`src/rtl/utx_pkg.sv`:
```
package utx_pkg;

    typedef enum logic [1:0] {
        IRQ_ON_XFER  = 2'b00,
        IRQ_ON_DONE  = 2'b01,
        IRQ_ON_DRAIN = 2'b10,
        IRQ_NONE     = 2'b11
    } irq_mode_e;

    function automatic int max_int(input int a, input int b);
        return (a > b) ? a : b;
    endfunction

endpackage

```
`src/rtl/utx_fifo.sv`:
```
module utx_fifo #(
    parameter int DATA_W = 8,
    parameter int DEPTH  = 4,
    localparam int PTR_W = (DEPTH > 1) ? $clog2(DEPTH) : 1,
    localparam int CNT_W = $clog2(DEPTH + 1)
) (
    input  logic              clk,
    input  logic              rst_n,
    input  logic              flush,
    input  logic              push,
    input  logic [DATA_W-1:0] push_data,
    input  logic              pop,
    output logic [DATA_W-1:0] head_data,
    output logic [CNT_W-1:0]  count,
    output logic              full,
    output logic              empty
);

    typedef struct packed {
        logic [DEPTH-1:0][DATA_W-1:0] mem;
        logic [PTR_W-1:0]             wr_ptr;
        logic [PTR_W-1:0]             rd_ptr;
        logic [CNT_W-1:0]             cnt;
    } fifo_st_t;

    fifo_st_t st_d, st_q;
    logic     do_push, do_pop;

    assign full      = (st_q.cnt == CNT_W'(DEPTH));
    assign empty     = (st_q.cnt == '0);
    assign head_data = st_q.mem[st_q.rd_ptr];
    assign count     = st_q.cnt;

    always_comb begin
        st_d    = st_q;
        do_push = push && !full;
        do_pop  = pop && !empty;
        if (do_push) begin
            st_d.mem[st_q.wr_ptr] = push_data;
            st_d.wr_ptr = (st_q.wr_ptr == PTR_W'(DEPTH - 1)) ? '0 : st_q.wr_ptr + PTR_W'(1);
        end
        if (do_pop) begin
            st_d.rd_ptr = (st_q.rd_ptr == PTR_W'(DEPTH - 1)) ? '0 : st_q.rd_ptr + PTR_W'(1);
        end
        if (do_push && !do_pop) begin
            st_d.cnt = st_q.cnt + CNT_W'(1);
        end else if (do_pop && !do_push) begin
            st_d.cnt = st_q.cnt - CNT_W'(1);
        end
        if (flush) begin
            st_d.wr_ptr = '0;
            st_d.rd_ptr = '0;
            st_d.cnt    = '0;
        end
    end

    always_ff @(posedge clk or negedge rst_n) begin
        if (!rst_n) begin
            st_q <= '0;
        end else begin
            st_q <= st_d;
        end
    end

endmodule

```
`src/rtl/utx_shifter.sv`:
```
module utx_shifter #(
    parameter int DATA_W    = 8,
    parameter int BRK_ZEROS = 12,
    localparam int DATA_LEN = DATA_W + 2,
    localparam int BRK_LEN  = BRK_ZEROS + 2,
    localparam int FRAME_W  = utx_pkg::max_int(DATA_LEN, BRK_LEN),
    localparam int CNT_W    = $clog2(FRAME_W)
) (
    input  logic              clk,
    input  logic              rst_n,
    input  logic              enable,
    input  logic              tick,
    input  logic              have_data,
    input  logic [DATA_W-1:0] data,
    input  logic              brk_want,
    output logic              pop,
    output logic              brk_done,
    output logic              finish_idle,
    output logic              busy,
    output logic              line_raw
);

    typedef struct packed {
        logic               busy;
        logic               is_brk;
        logic [FRAME_W-1:0] shreg;
        logic [CNT_W-1:0]   left;
        logic               line;
    } shf_st_t;

    localparam shf_st_t IDLE_ST = '{busy: 1'b0, is_brk: 1'b0, shreg: '0, left: '0, line: 1'b1};

    shf_st_t            st_d, st_q;
    logic [FRAME_W-1:0] frm;
    logic               start_brk;

    assign busy     = st_q.busy;
    assign line_raw = st_q.line;

    always_comb begin
        st_d        = st_q;
        pop         = 1'b0;
        brk_done    = 1'b0;
        finish_idle = 1'b0;
        frm         = '0;
        start_brk   = brk_want && !(st_q.busy && st_q.is_brk);
        if (!enable) begin
            st_d = IDLE_ST;
        end else if (tick) begin
            if (st_q.busy && (st_q.left != '0)) begin
                st_d.line  = st_q.shreg[0];
                st_d.shreg = st_q.shreg >> 1;
                st_d.left  = st_q.left - CNT_W'(1);
            end else begin
                st_d = IDLE_ST;
                if (st_q.busy) begin
                    brk_done = st_q.is_brk;
                end
                if (start_brk) begin
                    frm[BRK_LEN-1] = 1'b1;
                    st_d.busy      = 1'b1;
                    st_d.is_brk    = 1'b1;
                    st_d.line      = 1'b0;
                    st_d.shreg     = frm >> 1;
                    st_d.left      = CNT_W'(BRK_LEN - 1);
                end else if (have_data) begin
                    pop                 = 1'b1;
                    frm[DATA_LEN-1]     = 1'b1;
                    frm[DATA_W:1]       = data;
                    st_d.busy           = 1'b1;
                    st_d.line           = 1'b0;
                    st_d.shreg          = frm >> 1;
                    st_d.left           = CNT_W'(DATA_LEN - 1);
                end else if (st_q.busy) begin
                    finish_idle = 1'b1;
                end
            end
        end
    end

    always_ff @(posedge clk or negedge rst_n) begin
        if (!rst_n) begin
            st_q <= IDLE_ST;
        end else begin
            st_q <= st_d;
        end
    end

endmodule

```
`src/rtl/utx_irq.sv`:
```
module utx_irq (
    input  logic       clk,
    input  logic       rst_n,
    input  logic       enable,
    input  logic [1:0] mode,
    input  logic       xfer,
    input  logic       drained,
    input  logic       finished,
    output logic       irq
);
    import utx_pkg::*;

    typedef struct packed {
        logic pulse;
    } irq_st_t;

    irq_st_t   st_d, st_q;
    irq_mode_e sel;

    assign irq = st_q.pulse;

    always_comb begin
        sel        = irq_mode_e'(mode);
        st_d.pulse = 1'b0;
        unique case (sel)
            IRQ_ON_XFER:  st_d.pulse = xfer;
            IRQ_ON_DRAIN: st_d.pulse = drained;
            IRQ_ON_DONE:  st_d.pulse = finished;
            IRQ_NONE:     st_d.pulse = 1'b0;
            default:      st_d.pulse = 1'b0;
        endcase
        if (!enable) begin
            st_d.pulse = 1'b0;
        end
    end

    always_ff @(posedge clk or negedge rst_n) begin
        if (!rst_n) begin
            st_q <= '0;
        end else begin
            st_q <= st_d;
        end
    end

endmodule

```
`src/rtl/uart_tx_buffered.sv`:
```
module uart_tx_buffered #(
    parameter int DATA_W    = 8,
    parameter int DEPTH     = 4,
    parameter int BRK_ZEROS = 12,
    localparam int CNT_W    = $clog2(DEPTH + 1)
) (
    input  logic              clk,
    input  logic              rst_n,
    input  logic              tx_en,
    input  logic              wr_valid,
    input  logic [DATA_W-1:0] wr_data,
    input  logic [1:0]        irq_mode,
    input  logic              brk_req,
    input  logic              inv_pol,
    input  logic              bit_tick,
    output logic              tx_line,
    output logic              buf_full,
    output logic              shift_empty,
    output logic              brk_pending,
    output logic              irq
);

    typedef struct packed {
        logic brk;
    } ctl_st_t;

    ctl_st_t            ctl_d, ctl_q;
    logic               push, pop, fifo_full, fifo_empty;
    logic [DATA_W-1:0]  head_data;
    logic [CNT_W-1:0]   fifo_cnt;
    logic               brk_done, finish_idle, sh_busy, line_raw, drained;

    assign push = wr_valid && tx_en;

    utx_fifo #(.DATA_W(DATA_W), .DEPTH(DEPTH)) u_fifo (
        .clk       (clk),
        .rst_n     (rst_n),
        .flush     (!tx_en),
        .push      (push),
        .push_data (wr_data),
        .pop       (pop),
        .head_data (head_data),
        .count     (fifo_cnt),
        .full      (fifo_full),
        .empty     (fifo_empty)
    );

    utx_shifter #(.DATA_W(DATA_W), .BRK_ZEROS(BRK_ZEROS)) u_shift (
        .clk         (clk),
        .rst_n       (rst_n),
        .enable      (tx_en),
        .tick        (bit_tick),
        .have_data   (!fifo_empty),
        .data        (head_data),
        .brk_want    (ctl_q.brk),
        .pop         (pop),
        .brk_done    (brk_done),
        .finish_idle (finish_idle),
        .busy        (sh_busy),
        .line_raw    (line_raw)
    );

    assign drained = pop && (fifo_cnt == CNT_W'(1)) && !push;

    utx_irq u_irq (
        .clk      (clk),
        .rst_n    (rst_n),
        .enable   (tx_en),
        .mode     (irq_mode),
        .xfer     (pop),
        .drained  (drained),
        .finished (finish_idle),
        .irq      (irq)
    );

    always_comb begin
        ctl_d = ctl_q;
        if (brk_done) begin
            ctl_d.brk = 1'b0;
        end
        if (brk_req) begin
            ctl_d.brk = 1'b1;
        end
        if (!tx_en) begin
            ctl_d.brk = 1'b0;
        end
    end

    always_ff @(posedge clk or negedge rst_n) begin
        if (!rst_n) begin
            ctl_q <= '0;
        end else begin
            ctl_q <= ctl_d;
        end
    end

    assign tx_line     = line_raw ^ inv_pol;
    assign buf_full    = fifo_full;
    assign brk_pending = ctl_q.brk;
    assign shift_empty = !sh_busy && fifo_empty && !ctl_q.brk;

endmodule

```
`config.mk`:
```
export PLATFORM = sky130hd
export DESIGN_NAME = uart_tx_buffered
export DESIGN_NICKNAME = d
export VERILOG_FILES = /design/src/rtl/utx_pkg.sv /design/src/rtl/utx_fifo.sv /design/src/rtl/utx_shifter.sv /design/src/rtl/utx_irq.sv /design/src/rtl/uart_tx_buffered.sv
export SDC_FILE = /design/constraint.sdc
export NUM_CORES = 1
export LEC_CHECK = 0
export ABC_CLOCK_PERIOD_IN_PS = 2000
export BUFFER_PORTS_ARGS = -buffer_cell sky130_fd_sc_hd__buf_4
export CAP_MARGIN = 20
export CORE_AREA = 2 2 81 76
export CTS_CLUSTER_DIAMETER = 200
export DETAILED_ROUTE_END_ITERATION = 12
export DIE_AREA = 0 0 83 78
export PLACE_DENSITY_LB_ADDON = 0.15
export SLEW_MARGIN = 25
export SYNTH_ARGS = -nofsm -noshare
export SYNTH_HDL_FRONTEND = slang
export SYNTH_SLANG_ARGS = --single-unit
```
`constraint.sdc`:
```
create_clock -name clk -period 2 [get_ports clk]
set_input_delay 0.4 -clock clk [delete_from_list [all_inputs] [get_ports clk]]
set_output_delay 0.4 -clock clk [all_outputs]
set_load 0.1 [all_outputs]
```
==> out/qor.csv, run 1 <==
metric,value,unit
outcome,finished with violations,
violations,negative setup slack,
synth_edf_count,0,
rows,26,
drive_above_1_share,0.388,
routed.top_layer,met4,
setup_slack,-0.0424,ns
p_total,3.81,mW
fin_crit_sh,1.02,
clk_path_buf_depth,2,
muxShareOfSynthArea,0.197,
startpoint,u_shift.st_q[2]$_DFFE_PN0P_,
met1_length,2830,microns
portBuffers,21,
vdd_drop_max,0.895,mV
postCtsHoldBufs,0,
overflow,0,
drcViolationCount,0,
cts_tree,done,
grt_pass1_vias,1961,
synthesis.area,0.00295,sq mm
synthArstFlopShare,1.00,
clk_pin_slew_worst_paths,0.07,ns
hold_violations,0,
htreeDepth,3,
min_path_type,primary input to async pin,
clock-sinks,61,
grt_max_degree,37,
first_iter_violations,106,
syn_inst,245,
die_x,83,microns
diodes,0,
routed_via_density,5.54,
synth_simple_gate_area_share,0.110,
clkLatencyLatePin,0.33,ns
numCtsBuffers,9,
worstPathArrival,2.25,ns
ys_seq_elements,61,
gp_congestion,0.850,
met3_length,202,microns
synth.net_count,273,
finalSetupViolCount,2,
synth_xor_area_frac,0.00891,
max_freq,0.490,GHz
nets,314,
core_region_area,0.00556,sq mm
synth_area_per_cell,12.0,sq um
wire_per_inst,15.8,microns
timing.rr.start,u_shift.st_q[2]$_DFFE_PN0P_,
synth_fa_ha_area_frac,0.0466,
antenna_found_initial,0,
final_core_util,0.650,
worstSetupPathType,flip-flop to flip-flop,
antenna_left,0,
synth_top_family_by_area,multiplexers,
maxCapViolations,0,
num_io_pins,22,
wl,5710,microns
die-area,0.00647,sq mm
area_growth,22.5,%
power.leakage,1.70,nW
wl_met2,2650,microns
slew_violations,0,
fin_skew,0.00765,ns
post-dp-hpwl,3950,microns
start_util,0.530,
period_needed,2.04,ns
tns,-0.0449,ns
slew_headroom,0.595,
grtUsageTotal,0.192,
critPathMaxFanout,4,
setup.worst_path.end_class,flip-flop,
synthDistinctLibCells,39,
drt-pass1-iter-count,4,
power_density,1050,mW/mm^2
synth_ff_type,dfrtp_1,
rsz0062_at_grt,yes,
die_h,78,microns
yosysSeqAreaShare,0.518,
vias,1999,
cts-root-buf,clkbuf_8,
required,2.21,ns
synth_compound_area_frac,0.0937,
grt_pass1_wl,9740,microns
critPathLaunchType,flip-flop,
worstMarginPinSlew,0.608,ns
yosys_warnings,0,
[cell type report]
cell class              instances  area [sq um]
multi-input cells             165          1400
fillers                       433          1950
repair buffers                 40           337
well taps                      70          87.6
inverters                       9          33.8
clock inverters                 4          70.1
flip-flops and latches         61          1530
clock buffers                  12           155
[final timing paths]
check | endpoint | slack, ns | depth (start not counted)
max | u_fifo.count[2]$_DFFE_PN0P_ | -0.04 | 7
min | u_shift.st_q[3]$_DFFE_PN0P_ | 0.02 | 1
max reg2reg | u_fifo.count[2]$_DFFE_PN0P_ | -0.04 | 7
min reg2reg | u_shift.st_q[9]$_DFFE_PN0P_ | 0.47 | 2
max in group asynchronous | u_shift.line_raw$_DFFE_PN1P_ | 1.42 | 2
min in group clk | brk_pending$_DFFE_PN0P_ | 0.30 | 3
[through the flow]
step                setup slack, ns  hold slack [ns]  area, sq um  cells
floorplan                  -0.00816            0.104         2970    245
global placement             0.0561            0.393         3300    342
detailed placement          -0.0136            0.388         3300    342
CTS                         0.00101           0.0225         3540    358
global route                -0.0902           0.0407         3610    361
finish                      -0.0424           0.0209         3610    361
[worst max-delay path, stage by stage (launching register included)]
cell and delay [ns]:
dfrtp_1 0.42, inv_2 0.09, ha_4 0.11, or3b_4 0.39, a21oi_4 0.20, and4_4 0.27, a211oi_2 0.07, or3_1 0.37
[power breakdown]
part | total, mW | switching (mW) | leakage [nW] | internal, mW
registers | 1.68 | 0.163 | 0.788 | 1.52
logic | 0.904 | 0.421 | 0.792 | 0.484
clock network | 1.23 | 0.461 | 0.116 | 0.766
total | 3.81 | 1.04 | 1.70 | 2.77
[cells in the mapped netlist (3+ instances only)]
cell,instances,area share
o31ai_1,3,0.0076
inv_1,9,0.011
nor2_1,12,0.015
or3_1,4,0.0085
a22oi_1,9,0.023
dfrtp_1,60,0.51
mux4_2,8,0.061
clkbuf_1,5,0.0064
ha_1,11,0.047
a22o_1,5,0.015
a21oi_1,9,0.015
nand3_1,4,0.0068
o21ai_0,3,0.0051
and2_1,4,0.0085
mux2_2,32,0.12
nand2_1,35,0.045
mux2i_1,4,0.014
[state kept, by name, summed over array words and instances, names as in the netlist]
| signal | cells |
|---|---|
| u_fifo.st_q | 36 |
| u_shift.st_q | 18 |
| u_fifo.count | 3 |
| brk_pending | 1 |
| u_irq.irq | 1 |
| u_shift.busy | 1 |
| u_shift.line_raw | 1 |
[layer usage]
layer	GRT usage	vias up
met5	0	-
met4	0.0492	0
met3	0.0638	2
met2	0.281	31
met1	0.277	1008
li1	-	958
[what timing repair did]
| item | CTS | global route |
|---|---|---|
| cloned | 0 | 0 |
| resized for setup | 4 | 14 |
| pin swaps | 0 | 4 |
| endpoints found under the setup margin | 7 | 30 |
| buffers inserted | 0 | 3 |
[kinds of logic after synthesis]
kind of cell | after synthesis
mux | 44
simple gates | 69
xor+xnor | 3
buf+inv | 19
compound gates | 38
fa+ha+maj | 11
flops | 61
[placed cells by master, fill, tap and decap left out, types with 3 or more instances in the layout]
cell,n
mux4_2,8
nand2_1,35
inv_1,6
buf_6,3
a22oi_1,9
or3_1,4
nand3_1,4
a21oi_1,9
clkbuf_8,11
mux2i_1,4
a22o_1,5
buf_4,35
inv_2,3
o31ai_1,3
dfrtp_1,59
nor2_1,11
ha_1,9
mux2_2,32
o21ai_0,3
and2_1,4
Note: power is estimated with default switching activity, not from simulation.
==> run 2, diff against run 1 <==
--- a/config.mk
+++ b/config.mk
@@ -5,13 +5,14 @@
 export SDC_FILE = /design/constraint.sdc
 export NUM_CORES = 1
 export LEC_CHECK = 0
+export ABC_AREA = 1
 export ABC_CLOCK_PERIOD_IN_PS = 2000
 export BUFFER_PORTS_ARGS = -buffer_cell sky130_fd_sc_hd__buf_4
 export CAP_MARGIN = 20
-export CORE_AREA = 2 2 81 76
+export CORE_AREA = 2 2 82 76
 export CTS_CLUSTER_DIAMETER = 200
 export DETAILED_ROUTE_END_ITERATION = 12
-export DIE_AREA = 0 0 83 78
+export DIE_AREA = 0 0 84 78
 export PLACE_DENSITY_LB_ADDON = 0.15
 export SLEW_MARGIN = 25
 export SYNTH_ARGS = -nofsm -noshare
==> run 2 against run 1 <==
- the run now ends clean
- combinational power rose by 55%
- register-to-register slack improved by 0.45 ns
- first-iteration DRC count is 13% lower
- flip-flop and latch count is the same
- hold slack improved by 0.26 ns
==> out/qor.csv, run 2 <==
metric,value,unit
outcome,completed,
top_register,u_fifo.st_q,
regToRegSetupSlack,0.41,ns
min_path_cells,3,
cts-root-buf,clkbuf_8,
critPathMaxFanout,4,
fin_area,0.00342,sq mm
timing.hold.ws,0.279,ns
synth_ff_type,dfrtp_1,
maxCapViolations,0,
power.leakage,1.65,nW
largest_reg_flops,36,
yosys-top-cells-count,"nand2_1, dfrtp_1, o21ai_0",
postCtsSetupBuffers,0,
worstPathArrival,1.47,ns
p_total,4.34,mW
hold_violations,0,
rows,26,
final_common_cell,nand2_1,
die-area,0.00655,sq mm
die_x,84,microns
tns,0,ns
core_region_area,0.00563,sq mm
synth.net_count,367,
timing.rr.start,u_shift.st_q[1]$_DFFE_PN0P_,
required,1.60,ns
slew_headroom,0.654,
vias,2256,
clkLatencyLatePin,0.33,ns
vdd_drop_max,0.721,mV
final_core_util,0.607,
drcViolationCount,0,
antenna_left,0,
synth_area_per_cell,8.81,sq um
gp_congestion,0.768,
grt_pass1_wl,10300,microns
drt-pass1-iter-count,4,
portBuffers,21,
synth.largest_area_cell,dfrtp_1,
postPlaceCellArea,0.00320,sq mm
grt_max_degree,37,
synth_top_cell_area_share,0.503,
numCtsBuffers,9,
synth_edf_count,0,
routed_via_density,5.14,
slew_violations,0,
worstMarginPinSlew,0.518,ns
syn_inst,339,
clk_path_buf_depth,2,
synthArstFlopShare,1.00,
fin_skew,0.00640,ns
layout_common_cells,"nand2_1, dfrtp_1, o21ai_0",
nets,392,
setup_slack,0.130,ns
place_inst,422,
clk_pin_slew_worst_paths,0.06,ns
grtUsageTotal,0.202,
min_from,brk_req,
ys_seq_elements,61,
fin_crit_sh,0.935,
min_to,brk_pending$_DFFE_PN0P_,
preCtsSetupSlack,0.362,ns
synthDistinctLibCells,35,
htreeDepth,3,
finalSetupViolCount,0,
critPathLaunchType,flip-flop,
cts_tree,done,
die_h,78,microns
synthesis.area,0.00299,sq mm
fin_cells,439,
first_iter_violations,92,
num_io_pins,22,
area_growth,14.5,%
drive_above_1_share,0.160,
worst-r2r-cell-count,5,
max_freq,0.535,GHz
period_needed,1.87,ns
synth_area_leaders,"dfrtp_1, nand2_1, o21ai_0",
yosysSeqAreaShare,0.512,
clock-sinks,61,
rsz0062_at_grt,no,
setup.worst_path.end_class,output port,
wl,5860,microns
post-dp-hpwl,4050,microns
overflow,0,
start_util,0.530,
worstSetupPathType,flip-flop to output port,
wire_per_inst,13.4,microns
power_density,1270,mW/mm^2
min_path_type,primary input to flip-flop,
reg2reg_to,u_shift.line_raw$_DFFE_PN1P_,
grt_pass1_vias,2248,
yosys_warnings,0,
diodes,0,
antenna_found_initial,0,
yosysMostFrequentCell,nand2_1,
-- run 2: cell types whose count changed in the layout (fill, tap and decap cells not counted), sizes merged, moves of 6 or more --
| cell | change |
|---|---|
| o221ai | +8 |
| nand2 | +63 |
| inv | +31 |
| o22ai | +6 |
| mux4 | -8 |
| a22oi | -9 |
| o21ai | +47 |
| a21oi | +12 |
| buf | -15 |
| mux2 | -32 |
-- run 2: worst max-delay path, cell delays in order (launching register included) --
cell and delay, ns:
dfrtp_1 0.42, inv_2 0.09, ha_1 0.17, nand2_2 0.10
nor3_4 0.16, buf_12 0.20
-- run 2: power breakdown --
part	total [mW]	switching, mW	internal (mW)
clock	1.06	0.456	0.606
combinational	1.40	0.882	0.513
sequential	1.88	0.254	1.63
total	4.34	1.59	2.75
-- run 2: logic make-up (layout without fill, tap and decap cells) --
family / after synthesis / count (layout) / synth area share
AO/OA/AOI/OAI: 91 / 91 / 0.174
flip-flops: 61 / 61 / 0.512
AND/OR/NAND/NOR: 118 / 118 / 0.172
adder cells (fa/ha/maj): 11 / 11 / 0.0461
XOR/XNOR: 4 / 4 / 0.0117
buffers and inverters: 54 / 84 / 0.0842
-- run 2: routing by layer --
metal / vias to the layer above / GRT usage / wire, microns
met5: - / 0 / 0
met4: 0 / 0.0677 / 40
met3: 4 / 0.0574 / 217
met2: 35 / 0.325 / 2740
met1: 1055 / 0.265 / 2870
li1: 1162 / - / -
-- run 2: layout make-up --
cell class | instances | area [sq um]
Clock buffer | 12 | 145
Clock inverter | 4 | 47.5
Fill cell | 504 | 2210
Inverter | 42 | 160
Multi-Input combinational cell | 224 | 1230
Sequential cell | 61 | 1530
Tap cell | 70 | 87.6
Timing Repair Buffer | 26 | 223
-- run 2: repair_timing --
item | in CTS | in global routing
endpoints found under the hold margin | 24 | 0
setup endpoints to repair | 1 | 1
pin swaps | 0 | 0
gates resized for setup | 1 | 4
hold buffers | 1 | 0
-- run 2: worst max-delay path by stage --
stage	startpoint	end	slack, ns	cells past startpoint
global placement	u_fifo.count[0]$_DFFE_PN0P_	shift_empty	0.40	5
floorplan	brk_pending$_DFFE_PN0P_	shift_empty	-0.11	1
CTS	u_fifo.count[0]$_DFFE_PN0P_	shift_empty	0.04	5
detailed placement	u_fifo.count[0]$_DFFE_PN0P_	u_shift.st_q[6]$_DFFE_PN0P_	0.36	9
finish	u_fifo.count[0]$_DFFE_PN0P_	shift_empty	0.13	5
global route	u_fifo.count[1]$_DFFE_PN0P_	shift_empty	0.01	5
==> run 3, diff against run 2 <==
--- a/config.mk
+++ b/config.mk
@@ -6,15 +6,16 @@
 export NUM_CORES = 1
 export LEC_CHECK = 0
 export ABC_AREA = 1
-export ABC_CLOCK_PERIOD_IN_PS = 2000
+export ABC_CLOCK_PERIOD_IN_PS = 2400
 export BUFFER_PORTS_ARGS = -buffer_cell sky130_fd_sc_hd__buf_4
 export CAP_MARGIN = 20
-export CORE_AREA = 2 2 82 76
+export CORE_AREA = 2 2 84 78
 export CTS_CLUSTER_DIAMETER = 200
 export DETAILED_ROUTE_END_ITERATION = 12
-export DIE_AREA = 0 0 84 78
+export DIE_AREA = 0 0 86 80
 export PLACE_DENSITY_LB_ADDON = 0.15
 export SLEW_MARGIN = 25
 export SYNTH_ARGS = -nofsm -noshare
 export SYNTH_HDL_FRONTEND = slang
+export SYNTH_HIERARCHICAL = 1
 export SYNTH_SLANG_ARGS = --single-unit
==> constraint.sdc (replaced) <==
create_clock -name clk -period 2.4 [get_ports clk]
set_input_delay 0.48 -clock clk [delete_from_list [all_inputs] [get_ports clk]]
set_output_delay 0.48 -clock clk [all_outputs]
set_load 0.1 [all_outputs]
==> run 3 against run 2 <==
- register-to-register slack worse by 0.17 ns
- worst setup slack improved by 0.10 ns
- non-clock buffer count rose by 6
- clock power up 8%
- first-iteration DRC count is 91% higher
- critical path type unchanged
- final cell count is 11% higher
- synthesized cell count up 14%
- highest routed layer unchanged
- clock skew rose by 0.0013 ns
- clock-buffer cell count shrank 1
- power fell by 27%
- utilization increased by 0.74 points
- final area increased by 7.5%
==> out/qor.csv, run 3 <==
metric,value,unit
drive_above_1_share,0.190,
num_io_pins,22,
grtUsageTotal,0.212,
clk_path_buf_depth,2,
worstSetupPathType,flip-flop to output port,
vdd_drop_max,0.471,mV
rsz0062_at_grt,no,
worstPathCellList,nor2_4 > nand2_1 > inv_1 > inv_1 > buf_4 > nor3_4 > buf_4,
clock-sinks,61,
clock_power_share,0.363,
portBuffers,21,
synth_ff_type,dfrtp_1,
post-dp-hpwl,4420,microns
p_int,2.20,mW
critPathMaxFanout,9,
yosysMostFrequentCell,nand2_1,
cp_top_family,buffers and inverters,
setup_slack,0.231,ns
diodes,0,
synth.largest_area_cell,dfrtp_1,
final_common_cell,nand2_1,
die_h,80,microns
worstPathArrival,1.69,ns
grt_pass1_wl,11300,microns
tns,0,ns
drcViolationCount,0,
period_needed,2.17,ns
nets,436,
yosys-top-cells-count,"nand2_1, dfrtp_1, o21ai_0",
fin_area,0.00368,sq mm
rows,27,
synth_area_leaders,"dfrtp_1, nand2_1, o21ai_0",
syn_inst,388,
slowest_delay,0.42,ns
first_iter_violations,176,
antenna_found_initial,0,
die_x,86,microns
combPwrFrac,0.223,
gp_congestion,0.785,
die-area,0.00688,sq mm
sw_frac_of_total,0.304,
cts-root-buf,clkbuf_8,
power.switching,960,uW
wire_per_inst,13.5,microns
start_util,0.539,
synth.net_count,413,
cp_num_buf_inv,4,
crit_path_top_delay_cell,dfrtp_2,
synth_edf_count,0,
top_register,u_fifo/st_q,
min_path_type,primary input to async pin,
overflow,0,
final_core_util,0.615,
clkLatencyLatePin,0.34,ns
synthDistinctLibCells,31,
numCtsBuffers,9,
synth_top_cell_area_share,0.466,
vias,2526,
slew_headroom,0.499,
htreeDepth,3,
synth_area_per_cell,8.31,sq um
slew_violations,0,
largest_reg_flops,36,
preCtsSetupSlack,0.116,ns
hold_violations,0,
max_freq,0.461,GHz
synthArstFlopShare,1.00,
setup.worst_path.end_class,output port,
layout_common_cells,"nand2_1, dfrtp_1, o21ai_0",
yosys_warnings,6,
postPlaceCellArea,0.00338,sq mm
core_region_area,0.00598,sq mm
grt_pass1_vias,2410,
outcome,completed,
maxCapViolations,0,
routed_via_density,5.18,
p_total,3.16,mW
seqPwrFrac,0.414,
power_density,859,mW/mm^2
clk_pin_slew_worst_paths,0.07,ns
wl,6610,microns
power.leakage,1.83,nW
critPathLaunchType,flip-flop,
yosysSeqAreaShare,0.474,
area_growth,14.0,%
drt-pass1-iter-count,4,
worstMarginPinSlew,0.751,ns
synthesis.area,0.00322,sq mm
cts_tree,done,
fin_crit_sh,0.904,
finalSetupViolCount,0,
ys_seq_elements,61,
antenna_left,0,
fin_skew,0.00768,ns
grt_max_degree,62,
required,1.92,ns
## run 3: final cells by class
cell class / count / area [sq um]
fill: 529 / 2300
sequential: 61 / 1530
multi-input combinational: 266 / 1400
timing repair buffer: 32 / 240
inverter: 41 / 155
clock buffer: 11 / 151
clock inverter: 5 / 106
tap: 72 / 90.1
## run 3: kinds of logic (layout without fill, tap and decap cells)
| logic type | after synthesis | after routing | share of synthesized area |
|---|---|---|---|
| AOI/OAI and AO/OA | 77 | 77 | 0.128 |
| xor gates and xnor gates | 3 | 3 | 0.00815 |
| adders and majority gates | 8 | 8 | 0.0334 |
| buffers and inverters | 61 | 89 | 0.101 |
| DFF | 61 | 61 | 0.474 |
| and+or+nand+nor | 178 | 178 | 0.256 |
## run 3: worst paths after layout
check / startpoint / endpoint / depth (start not counted) / slack (ns)
min reg2reg: u_fifo/st_q[26]$_DFFE_PN0P_ / u_fifo/st_q[26]$_DFFE_PN0P_ / 2 / 0.48
max reg2reg: u_fifo/count[0]$_DFFE_PN0P_ / u_fifo/count[2]$_DFFE_PN0P_ / 18 / 0.24
max: u_fifo/count[1]$_DFFE_PN0P_ / shift_empty / 7 / 0.23
min in group clk: brk_req / brk_pending$_DFFE_PN0P_ / 3 / 0.38
min: rst_n / u_shift/st_q[9]$_DFFE_PN0P_ / 1 / 0.21
max in group asynchronous: rst_n / brk_pending$_DFFE_PN0P_ / 1 / 1.66
## run 3: power groups by stage
stage          Sequential, mW  Combinational, mW  Clock [mW]
2_1_floorplan            1.31              0.533           0
3_3_place_gp             1.32              0.676           0
3_5_place_dp             1.32              0.687           0
4_1_cts                  1.30              0.690        1.17
5_1_grt                  1.33              0.791        1.22
6_report                 1.31              0.703        1.15
## run 3: routing by layer
metal,up-vias,wire length [microns],GRT usage
met1,1173,3250,0.286
met2,35,3040,0.324
met4,0,109,0.0921
li1,1308,-,-
met5,-,0,0
met3,10,210,0.0507
## run 3: what timing repair did
| item | 4_1_cts | 5_1_grt |
|---|---|---|
| buffers inserted | 0 | 3 |
| resized for setup | 0 | 8 |
| endpoints found under the hold margin | 0 | 0 |
| setup endpoints to repair | 0 | 1 |
| hold buffers | 0 | 0 |
## run 3: worst reg2reg max path, cell delays in order (launching register included)
cell and delay (ns):
dfrtp_2 0.40, nor2_4 0.05, nand2_1 0.08, inv_1 0.04, inv_1 0.06, inv_1 0.06
a21oi_2 0.11, nand3_2 0.11, inv_2 0.08, nand2_2 0.09, nand2_2 0.10, inv_1 0.06
fa_2 0.33, xnor2_1 0.20, inv_1 0.06, nand2_1 0.06, nand2_1 0.04, nand3_1 0.06
nand2_1 0.05
## run 3: per-stage QoR
step	hold WS [ns]	std cells
3_3_place_gp	0.462	469
3_5_place_dp	0.468	469
6_report	0.213	488
2_1_floorplan	0.184	388
4_1_cts	0.240	485
5_1_grt	0.273	488
